===== config.mk =====
export PLATFORM = sky130hd
export DESIGN_NAME = sp_write_ctrl
export DESIGN_NICKNAME = d
export VERILOG_FILES = /design/src/rtl/spw_pkg.sv /design/src/rtl/spw_phase.sv /design/src/rtl/spw_status.sv /design/src/rtl/spw_merge.sv /design/src/rtl/spw_crc.sv /design/src/rtl/sp_write_ctrl.sv
export SDC_FILE = /design/constraint.sdc
export NUM_CORES = 1
export LEC_CHECK = 0
export ABC_AREA = 1
export BUFFER_PORTS_ARGS = -buffer_cell sky130_fd_sc_hd__buf_2
export CORE_MARGIN = 1
export CORE_UTILIZATION = 26
export CTS_CLUSTER_DIAMETER = 100
export DETAILED_ROUTE_END_ITERATION = 6
export SYNTH_ARGS = -nofsm -noshare
export SYNTH_HDL_FRONTEND = slang
export SYNTH_SLANG_ARGS = --single-unit

===== constraint.sdc =====
create_clock -name clk -period 4.3 [get_ports clk]
set_input_delay 0.86 -clock clk [delete_from_list [all_inputs] [get_ports clk]]
set_output_delay 0.86 -clock clk [all_outputs]
set_load 0.05 [all_outputs]

===== src/rtl/spw_pkg.sv =====
package spw_pkg;

  typedef enum logic [2:0] {
    PH_CMD,
    PH_TA1,
    PH_TA2,
    PH_DATA,
    PH_DONE,
    PH_SKIP
  } phase_t;

  typedef enum logic [1:0] {
    PM_OPEN,
    PM_LOCK,
    PM_ANDM
  } pmode_t;

  localparam logic [7:0]  CMD_WRITE_SP  = 8'h0F;
  localparam logic [7:0]  CODE_LOCK     = 8'h55;
  localparam logic [7:0]  CODE_ANDM     = 8'hAA;
  localparam logic [15:0] CRC_POLY_REFL = 16'hA001;

  // One byte through the reflected CRC-16, least significant bit first.
  function automatic logic [15:0] crc16_step(input logic [15:0] c_in,
                                             input logic [7:0]  b);
    logic [15:0] c;
    c = c_in;
    for (int k = 0; k < 8; k++) begin
      if (c[0] ^ b[k]) c = (c >> 1) ^ CRC_POLY_REFL;
      else             c = c >> 1;
    end
    return c;
  endfunction

endpackage


===== src/rtl/spw_phase.sv =====
module spw_phase
  import spw_pkg::*;
#(
  parameter logic [7:0] CMD_CODE = CMD_WRITE_SP
) (
  input  logic       clk,
  input  logic       rst,
  input  logic       byte_vld,
  input  logic [7:0] byte_data,
  input  logic       cmd_end,
  input  logic       last_slot,
  output logic       take_cmd,
  output logic       take_ta1,
  output logic       take_ta2,
  output logic       take_data
);

  phase_t phase_q;
  logic   live;

  // A byte in the same cycle as the end strobe is discarded.
  assign live      = byte_vld && !cmd_end;
  assign take_cmd  = live && (phase_q == PH_CMD) && (byte_data == CMD_CODE);
  assign take_ta1  = live && (phase_q == PH_TA1);
  assign take_ta2  = live && (phase_q == PH_TA2);
  assign take_data = live && (phase_q == PH_DATA);

  always_ff @(posedge clk) begin
    if (rst) begin
      phase_q <= PH_CMD;
    end else if (cmd_end) begin
      phase_q <= PH_CMD;
    end else if (byte_vld) begin
      case (phase_q)
        PH_CMD:  phase_q <= (byte_data == CMD_CODE) ? PH_TA1 : PH_SKIP;
        PH_TA1:  phase_q <= PH_TA2;
        PH_TA2:  phase_q <= PH_DATA;
        PH_DATA: if (last_slot) phase_q <= PH_DONE;
        default: phase_q <= phase_q;
      endcase
    end
  end

endmodule


===== src/rtl/spw_status.sv =====
module spw_status #(
  parameter int OFF_W = 3
) (
  input  logic             clk,
  input  logic             rst,
  input  logic             take_ta2,
  input  logic             take_data,
  input  logic             copied,
  input  logic [OFF_W-1:0] ta_lo,
  output logic [OFF_W-1:0] wr_ptr,
  output logic             last_slot,
  output logic [7:0]       es
);

  localparam int PF_BIT = 5;
  localparam int AA_BIT = 7;

  logic [OFF_W-1:0] end_q;
  logic [OFF_W-1:0] ptr_q;
  logic             pf_q;
  logic             aa_q;

  assign wr_ptr    = ptr_q;
  assign last_slot = (ptr_q == {OFF_W{1'b1}});

  always_ff @(posedge clk) begin
    if (rst) begin
      end_q <= '0;
      ptr_q <= '0;
      pf_q  <= 1'b1;
      aa_q  <= 1'b0;
    end else begin
      if (take_ta2) begin
        ptr_q <= ta_lo;
        end_q <= ta_lo;
        pf_q  <= 1'b1;
      end
      if (take_data) begin
        end_q <= ptr_q;
        ptr_q <= ptr_q + 1'b1;
        if (last_slot) pf_q <= 1'b0;
      end
      if (take_data)   aa_q <= 1'b0;
      else if (copied) aa_q <= 1'b1;
    end
  end

  always_comb begin
    es                = '0;
    es[OFF_W-1:0]     = end_q;
    es[PF_BIT]        = pf_q;
    es[AA_BIT]        = aa_q;
  end

endmodule


===== src/rtl/spw_merge.sv =====
module spw_merge
  import spw_pkg::*;
#(
  parameter int ADDR_W     = 16,
  parameter int SP_BYTES   = 8,
  parameter int PAGE_BYTES = 32,
  parameter int NUM_PAGES  = 4
) (
  input  logic [ADDR_W-1:0]            addr,
  input  logic [7:0]                   stored,
  input  logic [7:0]                   code,
  input  logic [7:0]                   din,
  output logic [$clog2(NUM_PAGES)-1:0] prot_idx,
  output logic [7:0]                   merged
);

  localparam int OFF_W      = $clog2(SP_BYTES);
  localparam int PAGE_OFF_W = $clog2(PAGE_BYTES);
  localparam int PAGE_W     = $clog2(NUM_PAGES);
  localparam int DATA_SPAN  = NUM_PAGES * PAGE_BYTES;
  localparam logic [ADDR_W-1:0]       SPAN_A = ADDR_W'(DATA_SPAN);
  localparam logic [ADDR_W-OFF_W-1:0] CTRL_ROW = (ADDR_W-OFF_W)'(DATA_SPAN >> OFF_W);

  logic   in_pages;
  logic   in_ctrl;
  pmode_t mode;

  assign in_pages = (addr < SPAN_A);
  assign in_ctrl  = (addr[ADDR_W-1:OFF_W] == CTRL_ROW);
  assign prot_idx = addr[PAGE_OFF_W +: PAGE_W];

  always_comb begin
    mode = PM_OPEN;
    if (in_pages) begin
      if (code == CODE_LOCK)      mode = PM_LOCK;
      else if (code == CODE_ANDM) mode = PM_ANDM;
    end else if (in_ctrl) begin
      // A control byte that holds either lock code is itself frozen.
      if (stored == CODE_LOCK || stored == CODE_ANDM) mode = PM_LOCK;
    end
  end

  always_comb begin
    case (mode)
      PM_LOCK: merged = stored;
      PM_ANDM: merged = stored & din;
      default: merged = din;
    endcase
  end

endmodule


===== src/rtl/spw_crc.sv =====
module spw_crc
  import spw_pkg::*;
(
  input  logic        clk,
  input  logic        rst,
  input  logic        take_cmd,
  input  logic        take_upd,
  input  logic [7:0]  byte_data,
  output logic [15:0] crc_inv
);

  logic [15:0] crc_q;

  always_ff @(posedge clk) begin
    if (rst)           crc_q <= '0;
    else if (take_cmd) crc_q <= crc16_step(16'h0000, byte_data);
    else if (take_upd) crc_q <= crc16_step(crc_q, byte_data);
  end

  assign crc_inv = ~crc_q;

endmodule


===== src/rtl/sp_write_ctrl.sv =====
module sp_write_ctrl
  import spw_pkg::*;
#(
  parameter int SP_BYTES   = 8,
  parameter int PAGE_BYTES = 32,
  parameter int NUM_PAGES  = 4
) (
  input  logic                         clk,
  input  logic                         rst,
  input  logic                         byte_vld,
  input  logic [7:0]                   byte_data,
  input  logic                         cmd_end,
  input  logic                         copied,
  output logic [15:0]                  arr_addr,
  input  logic [7:0]                   arr_rdata,
  output logic [$clog2(NUM_PAGES)-1:0] prot_idx,
  input  logic [7:0]                   prot_code,
  output logic [SP_BYTES*8-1:0]        sp_data,
  output logic [15:0]                  ta,
  output logic [7:0]                   es,
  output logic [15:0]                  crc_out,
  output logic                         crc_vld
);

  localparam int ADDR_W = 16;
  localparam int OFF_W  = $clog2(SP_BYTES);

  logic             take_cmd, take_ta1, take_ta2, take_data;
  logic             last_slot;
  logic [OFF_W-1:0] wr_ptr;
  logic [15:0]      ta_q;
  logic [7:0]       merged;
  logic [7:0]       sp_q [SP_BYTES];
  logic             crc_vld_q;

  spw_phase #(.CMD_CODE(CMD_WRITE_SP)) u_phase (
    .clk       (clk),
    .rst       (rst),
    .byte_vld  (byte_vld),
    .byte_data (byte_data),
    .cmd_end   (cmd_end),
    .last_slot (last_slot),
    .take_cmd  (take_cmd),
    .take_ta1  (take_ta1),
    .take_ta2  (take_ta2),
    .take_data (take_data)
  );

  spw_status #(.OFF_W(OFF_W)) u_status (
    .clk       (clk),
    .rst       (rst),
    .take_ta2  (take_ta2),
    .take_data (take_data),
    .copied    (copied),
    .ta_lo     (ta_q[OFF_W-1:0]),
    .wr_ptr    (wr_ptr),
    .last_slot (last_slot),
    .es        (es)
  );

  assign arr_addr = {ta_q[ADDR_W-1:OFF_W], wr_ptr};

  spw_merge #(
    .ADDR_W     (ADDR_W),
    .SP_BYTES   (SP_BYTES),
    .PAGE_BYTES (PAGE_BYTES),
    .NUM_PAGES  (NUM_PAGES)
  ) u_merge (
    .addr     (arr_addr),
    .stored   (arr_rdata),
    .code     (prot_code),
    .din      (byte_data),
    .prot_idx (prot_idx),
    .merged   (merged)
  );

  spw_crc u_crc (
    .clk       (clk),
    .rst       (rst),
    .take_cmd  (take_cmd),
    .take_upd  (take_ta1 | take_ta2 | take_data),
    .byte_data (byte_data),
    .crc_inv   (crc_out)
  );

  always_ff @(posedge clk) begin
    if (rst) begin
      ta_q <= '0;
    end else begin
      if (take_ta1) ta_q[7:0]  <= byte_data;
      if (take_ta2) ta_q[15:8] <= byte_data;
    end
  end
  assign ta = ta_q;

  generate
    for (genvar i = 0; i < SP_BYTES; i++) begin : g_slot
      always_ff @(posedge clk) begin
        if (rst)                                           sp_q[i] <= '0;
        else if (take_data && (wr_ptr == OFF_W'(i)))       sp_q[i] <= merged;
      end
      assign sp_data[8*i +: 8] = sp_q[i];
    end
  endgenerate

  always_ff @(posedge clk) begin
    if (rst)                         crc_vld_q <= 1'b0;
    else if (take_cmd)               crc_vld_q <= 1'b0;
    else if (take_data && last_slot) crc_vld_q <= 1'b1;
  end
  assign crc_vld = crc_vld_q;

  AST_CRC_AT_END: assert property (@(posedge clk) disable iff (rst)
    crc_vld |-> (es[OFF_W-1:0] == {OFF_W{1'b1}}));
  AST_PF_LOW_AT_END: assert property (@(posedge clk) disable iff (rst)
    crc_vld |-> !es[5]);
  AST_SP_HOLD: assert property (@(posedge clk) disable iff (rst)
    !take_data |=> $stable(sp_data));
  AST_TA_HOLD: assert property (@(posedge clk) disable iff (rst)
    !(take_ta1 || take_ta2) |=> $stable(ta));
  AST_AA_CLEARED: assert property (@(posedge clk) disable iff (rst)
    take_data |=> !es[7]);

endmodule


## After elaboration in Yosys (flattened, before gate mapping)

Memories as Yosys holds them, arrays and structs flattened.
Cells that the tools add are included.

- Add/sub/neg operators: 1
- Magnitude comparators: 1
- Equal/unequal tests: 19
- Muxes and demuxes: 102
- Bitwise operators: 42
- Reductions and logical operators: 25

Operators by type and width:

| operator | count |
|---|---|
| two-way mux 16 bit | 53 |
| two-way mux 8 bit | 8 |
| NOT 2 -> 3 bit | 15 |
| two-way mux 1 bit | 30 |
| equality test 8 x 7 -> 1 bit (second input constant) | 2 |
| equality test 8 bit (second input constant) | 2 |
| less-than comparator 16 x 8 -> 1 bit (second input constant) | 1 |
| NOT 16 bit | 1 |
| one-hot mux 8 bit (2 select lines) | 1 |
| two-way mux 3 bit | 5 |
| bitwise XOR 1 bit | 15 |
| logical AND 1 bit | 14 |
| equality test 13 x 5 -> 1 bit (second input constant) | 1 |
| equality test 3 x 2 -> 1 bit (second input constant) | 4 |
| equality test 3 bit (second input constant) | 4 |
| one-hot mux 3 bit (4 select lines) | 1 |
| OR 1 bit | 10 |
| bitwise AND 8 bit | 1 |
| equality test 8 x 4 -> 1 bit (second input constant) | 1 |
| two-way mux 2 bit | 4 |
| equality test 3 x 1 -> 1 bit (second input constant) | 2 |
| logical NOT 3 bit | 2 |
| OR reduction 2 bit | 3 |
| nonzero test 2 bit | 2 |
| other kinds (8) | 8 |

- Register bits after elaboration: 44
- RAM bits: 64
- Bits of input ports: 29
- Logic and storage cells: 200
- Memories: 1

Memory list:

| memory | depth | bits a word | read ports | clocked after Yosys merged registers in | wr ports | line | RTL |
|---|---|---|---|---|---|---|---|
| sp_q | 8 | 8 | 8 | 0 | 8 | sp_write_ctrl.sv:33 | `logic [7:0] sp_q [SP_BYTES];` |

## Longest topological paths before layout

- Word-level depth: 42
- Depth in mapped cells: 15

## Modules after synthesis

A second synthesis with hierarchy kept.

- Cell total of the unflattened synthesis: 651
- Area, all modules: 5,410.2 um2

Modules (own cells, without submodules):

| module | instances | cells an instance | area each (um2) | sequential area each (um2) |
|---|---|---|---|---|
| sp_write_ctrl | 1 | 260 | 3,169.3 | 2,262.2 |
| spw_crc | 1 | 195 | 1,161.1 | 320.3 |
| spw_merge | 1 | 94 | 432.9 | 0.0 |
| spw_status | 1 | 58 | 414.1 | 160.2 |
| spw_phase | 1 | 44 | 232.7 | 60.1 |

## Worst setup path before layout

No wires, ideal clock.

- Path kind: input to register
- Start point: input port prot_code[5]
- End point: memory sp_q[0][0], data pin
- Arrival time: 2.572 ns
- Path slack: 1.456 ns
- Stages: 11
- Buffers on the path: 0
- Path through: nor4_1 inv_1 nor4_1 nor2_1 a21oi_1 inv_1 ha_1 nor2_1 nor2_1 o22ai_1 nor2_1

RTL lines:

| item | line | RTL |
|---|---|---|
| start, declared | sp_write_ctrl.sv:17 | `input logic [7:0] prot_code,` |
| end, declared | sp_write_ctrl.sv:33 |  |

==> metrics.txt <==
hpwl dp=10900 um; first-pass GRT wire length=21500 um; max-slew violation count=0; worst path required time=4360 ps; FF-to-FF Start=ta[14]$_SDFFE_PP0P_; Most used DFF post-synth=edfxtp_1; row cnt=51; 1st-iter DRT viols=276; Post-Route Setup TNS=0 ps; Hold Path Cell Cnt=2; Clock transition at path regs=70 ps; nets=749; vias in the first global route=3809; Netlist Area Pre-Place=0.00513 mm^2; Layout Cells excl Fill=980; CTS Hold Bufs=0; Initial Util=0.265; Worst Reg-to-Reg Cells=13; die area=0.0203 mm^2; CP Max Fanout=8; clk root buf=clkbuf_16; relative max-transition margin=0.254; Inst Count DP=962; Worst Skew=10.8 ps; Clk Latency, worst-skew pair=350 ps; Worst Setup SP=prot_code[5]; largest net degree at the start of global routing=36; Clk pwr share=0.343; Worst-Margin Slew=1120 ps; RSZ-0062 raised after global routing=false; # port buffers=148; CTS tree=yes; CP Cell Sequence=buf_2, nor4_1, inv_1, nor4_1, nor2_1, a21oi_1, inv_1, ha_1, nor2_1, nor2_1, o22ai_1, nor2_1; startpoint types=input pin; number of flops mapped to enable cells by yosys=64; crit end category=register; core area=0.0194 mm^2; CP Class=input pin to register; CP dominant cell by count=nor2_1; total CTS buffers=9; synthesis warning total=0; Clock H-tree levels=3; Fin. Hold Viols=0; Sw Pwr=714 uW; final setup fails=0; min Tclk post-route=3570 ps; Comb power frac=0.168; ratio of cells with drive above 1 in the final layout=0.290; Slowest-stage cell, CP=o22ai_1; RePlAce Congestion=0.864; Longest Clk Path Bufs=2; crit path DAT=3630 ps; drt first pass iters=5; initial antenna violation count=3; die width=143 um; PD cells=366 mW/mm^2; Sink Count=108; Filler cells=2072; die height=143 um; I/O pin count=152; DR vias=4343; Multi-input gate area=0.00184 mm^2; total wire length=14400 um; Switching Fraction=0.306; Post-route DRC=0; Pleak=2.97 nW; Setup Fix Bufs, Post-CTS=0; Total GRT Usage=0.143; GR Overflow Total=0; # resized after CTS=0; Mean Syn Cell Area=9.04 um^2; drt wl/cell=14.7 um; Seq cells post-synth=108; Worst Hold End=crc_vld$_SDFFE_PP0P_; Worst VDD drop=0.162 mV; final period utilization=0.831; CP max stage delay=850 ps; sequential power share=0.488; Synth cell types=36; Post-synth ARST share=0; antenna-violating nets left=0; Vias/cell=4.43; Internal=1.62 mW; Hold Crit Start=crc_vld$_SDFFE_PP0P_; Cells after Synth=568; sequential cell area fraction in the yosys report=0.546; upper clock frequency limit=0.280 GHz; Layout area overhead=24.1%; flop2flop setup slack=1030 ps; # Max-Cap Violations=0; Hold Path Class=register to register; outcome=finished, final reports clean; FF/Latch Area=0.00280 mm^2; worst reg2reg path endpoint=sp_q[1][27]$_SDFFCE_PN0P_
[power groups by stage]
stage	clock network (mW)	logic (mW)	registers, mW
2_1_floorplan	0	0.189	1.25
3_3_place_gp	0	0.391	1.16
3_5_place_dp	0	0.394	1.16
4_1_cts	0.820	0.395	1.14
5_1_grt	0.858	0.426	1.14
6_report	0.801	0.393	1.14
[final cells by class]
type / count / share of cell area
clock inverters: 7 / 0.00884
well taps: 265 / 0.0521
multi-input cells: 351 / 0.288
diodes: 2 / 0.000786
clock buffers: 9 / 0.0354
inverters: 81 / 0.0477
flip-flops and latches: 108 / 0.440
repair buffers: 157 / 0.127
[state kept, by name, indices dropped and copies added (netlist names)]
signal and cells:
u_phase.phase_q 3, u_status.aa_q 1, ta 16, u_status.end_q 3
sp_q 64, u_status.wr_ptr 3, crc_vld 1, u_status.pf_q 1
u_crc.crc_q 16
[critical path: cells and delay by family]
family / cells / cell delay (ps)
compound gates: 2 / 1060
fa+ha+maj: 1 / 190
simple gates: 6 / 1280
buf+inv: 3 / 230
[stage by stage]
stage / hold WS, ps / cell area (um^2) / utilization / setup WS, ps / power, mW
6_report: 447 / 6370 / 0.328 / 726 / 2.33
2_1_floorplan: 440 / 5140 / - / 1460 / 1.44
3_3_place_gp: 439 / 6080 / 0.314 / 297 / 1.55
5_1_grt: 481 / 6370 / 0.328 / 309 / 2.43
4_1_cts: 452 / 6360 / 0.328 / 659 / 2.35
3_5_place_dp: 441 / 6080 / 0.314 / 303 / 1.56
[cells in the mapped netlist (2+ instances only)]
library cell	count	share of area
nand2_1	95	0.069
nor2_1	92	0.067
edfxtp_1	64	0.37
inv_1	63	0.046
dfxtp_1	44	0.17
a21oi_1	29	0.028
o21ai_0	25	0.024
buf_4	20	0.029
inv_2	18	0.013
ha_1	12	0.029
nand3_1	12	0.012
nand4_1	11	0.013
o22ai_1	9	0.011
xor2_1	9	0.015
a211oi_1	8	0.012
o21ai_1	8	0.0078
clkbuf_1	7	0.0051
nor2_2	5	0.0061
nor3_1	4	0.0039
nor4_1	4	0.0049
nand3_2	3	0.0059
o221ai_1	3	0.0051
o31ai_1	3	0.0044
xnor2_1	3	0.0051
a221oi_2	2	0.0059
buf_2	2	0.0020
nand2_2	2	0.0024
nor2_8	2	0.0078
o211ai_1	2	0.0029
[cell families (layout without fill, tap and decap cells)]
kind of cell	after synthesis	count (layout)	share of synthesized area
and+or+nand+nor	232	232	0.198
other	1	5	0.000731
DFF	108	108	0.546
xor gates and xnor gates	13	13	0.0236
buffers and inverters	111	254	0.0978
adders and majority gates	12	12	0.0293
AOI/OAI and AO/OA	91	91	0.104
[routing by layer]
layer  GRT usage  vias up  wire, um
met4      0.0566        2       186
met5           0        -        12
met3      0.0293       16       807
met1       0.191     2014      6720
li1            -     2143         -
met2       0.225      168      6700
[layout by cell type, fill, tap and decap left out, drive strengths merged, types with 5 or more instances in the layout]
cell,n
buf,157
nor2,100
nand2,97
inv,85
edfxtp,64
dfxtp,44
o21ai,33
a21oi,29
nand3,15
ha,12
nand4,11
xor2,10
o22ai,9
clkbuf,9
a211oi,8
nor3,5
[worst max-delay path by stage]
stage                                 to  slack [ps]  cells after the start
2_1_floorplan   sp_q[0][0]$_SDFFCE_PN0P_        1460                     11
3_3_place_gp   sp_q[1][11]$_SDFFCE_PN0P_         300                     12
3_5_place_dp   sp_q[1][27]$_SDFFCE_PN0P_         300                     12
4_1_cts        sp_q[1][27]$_SDFFCE_PN0P_         660                     12
5_1_grt        sp_q[1][27]$_SDFFCE_PN0P_         310                     12
6_report       sp_q[1][27]$_SDFFCE_PN0P_         730                     12
(Power assumes the default switching activity.)
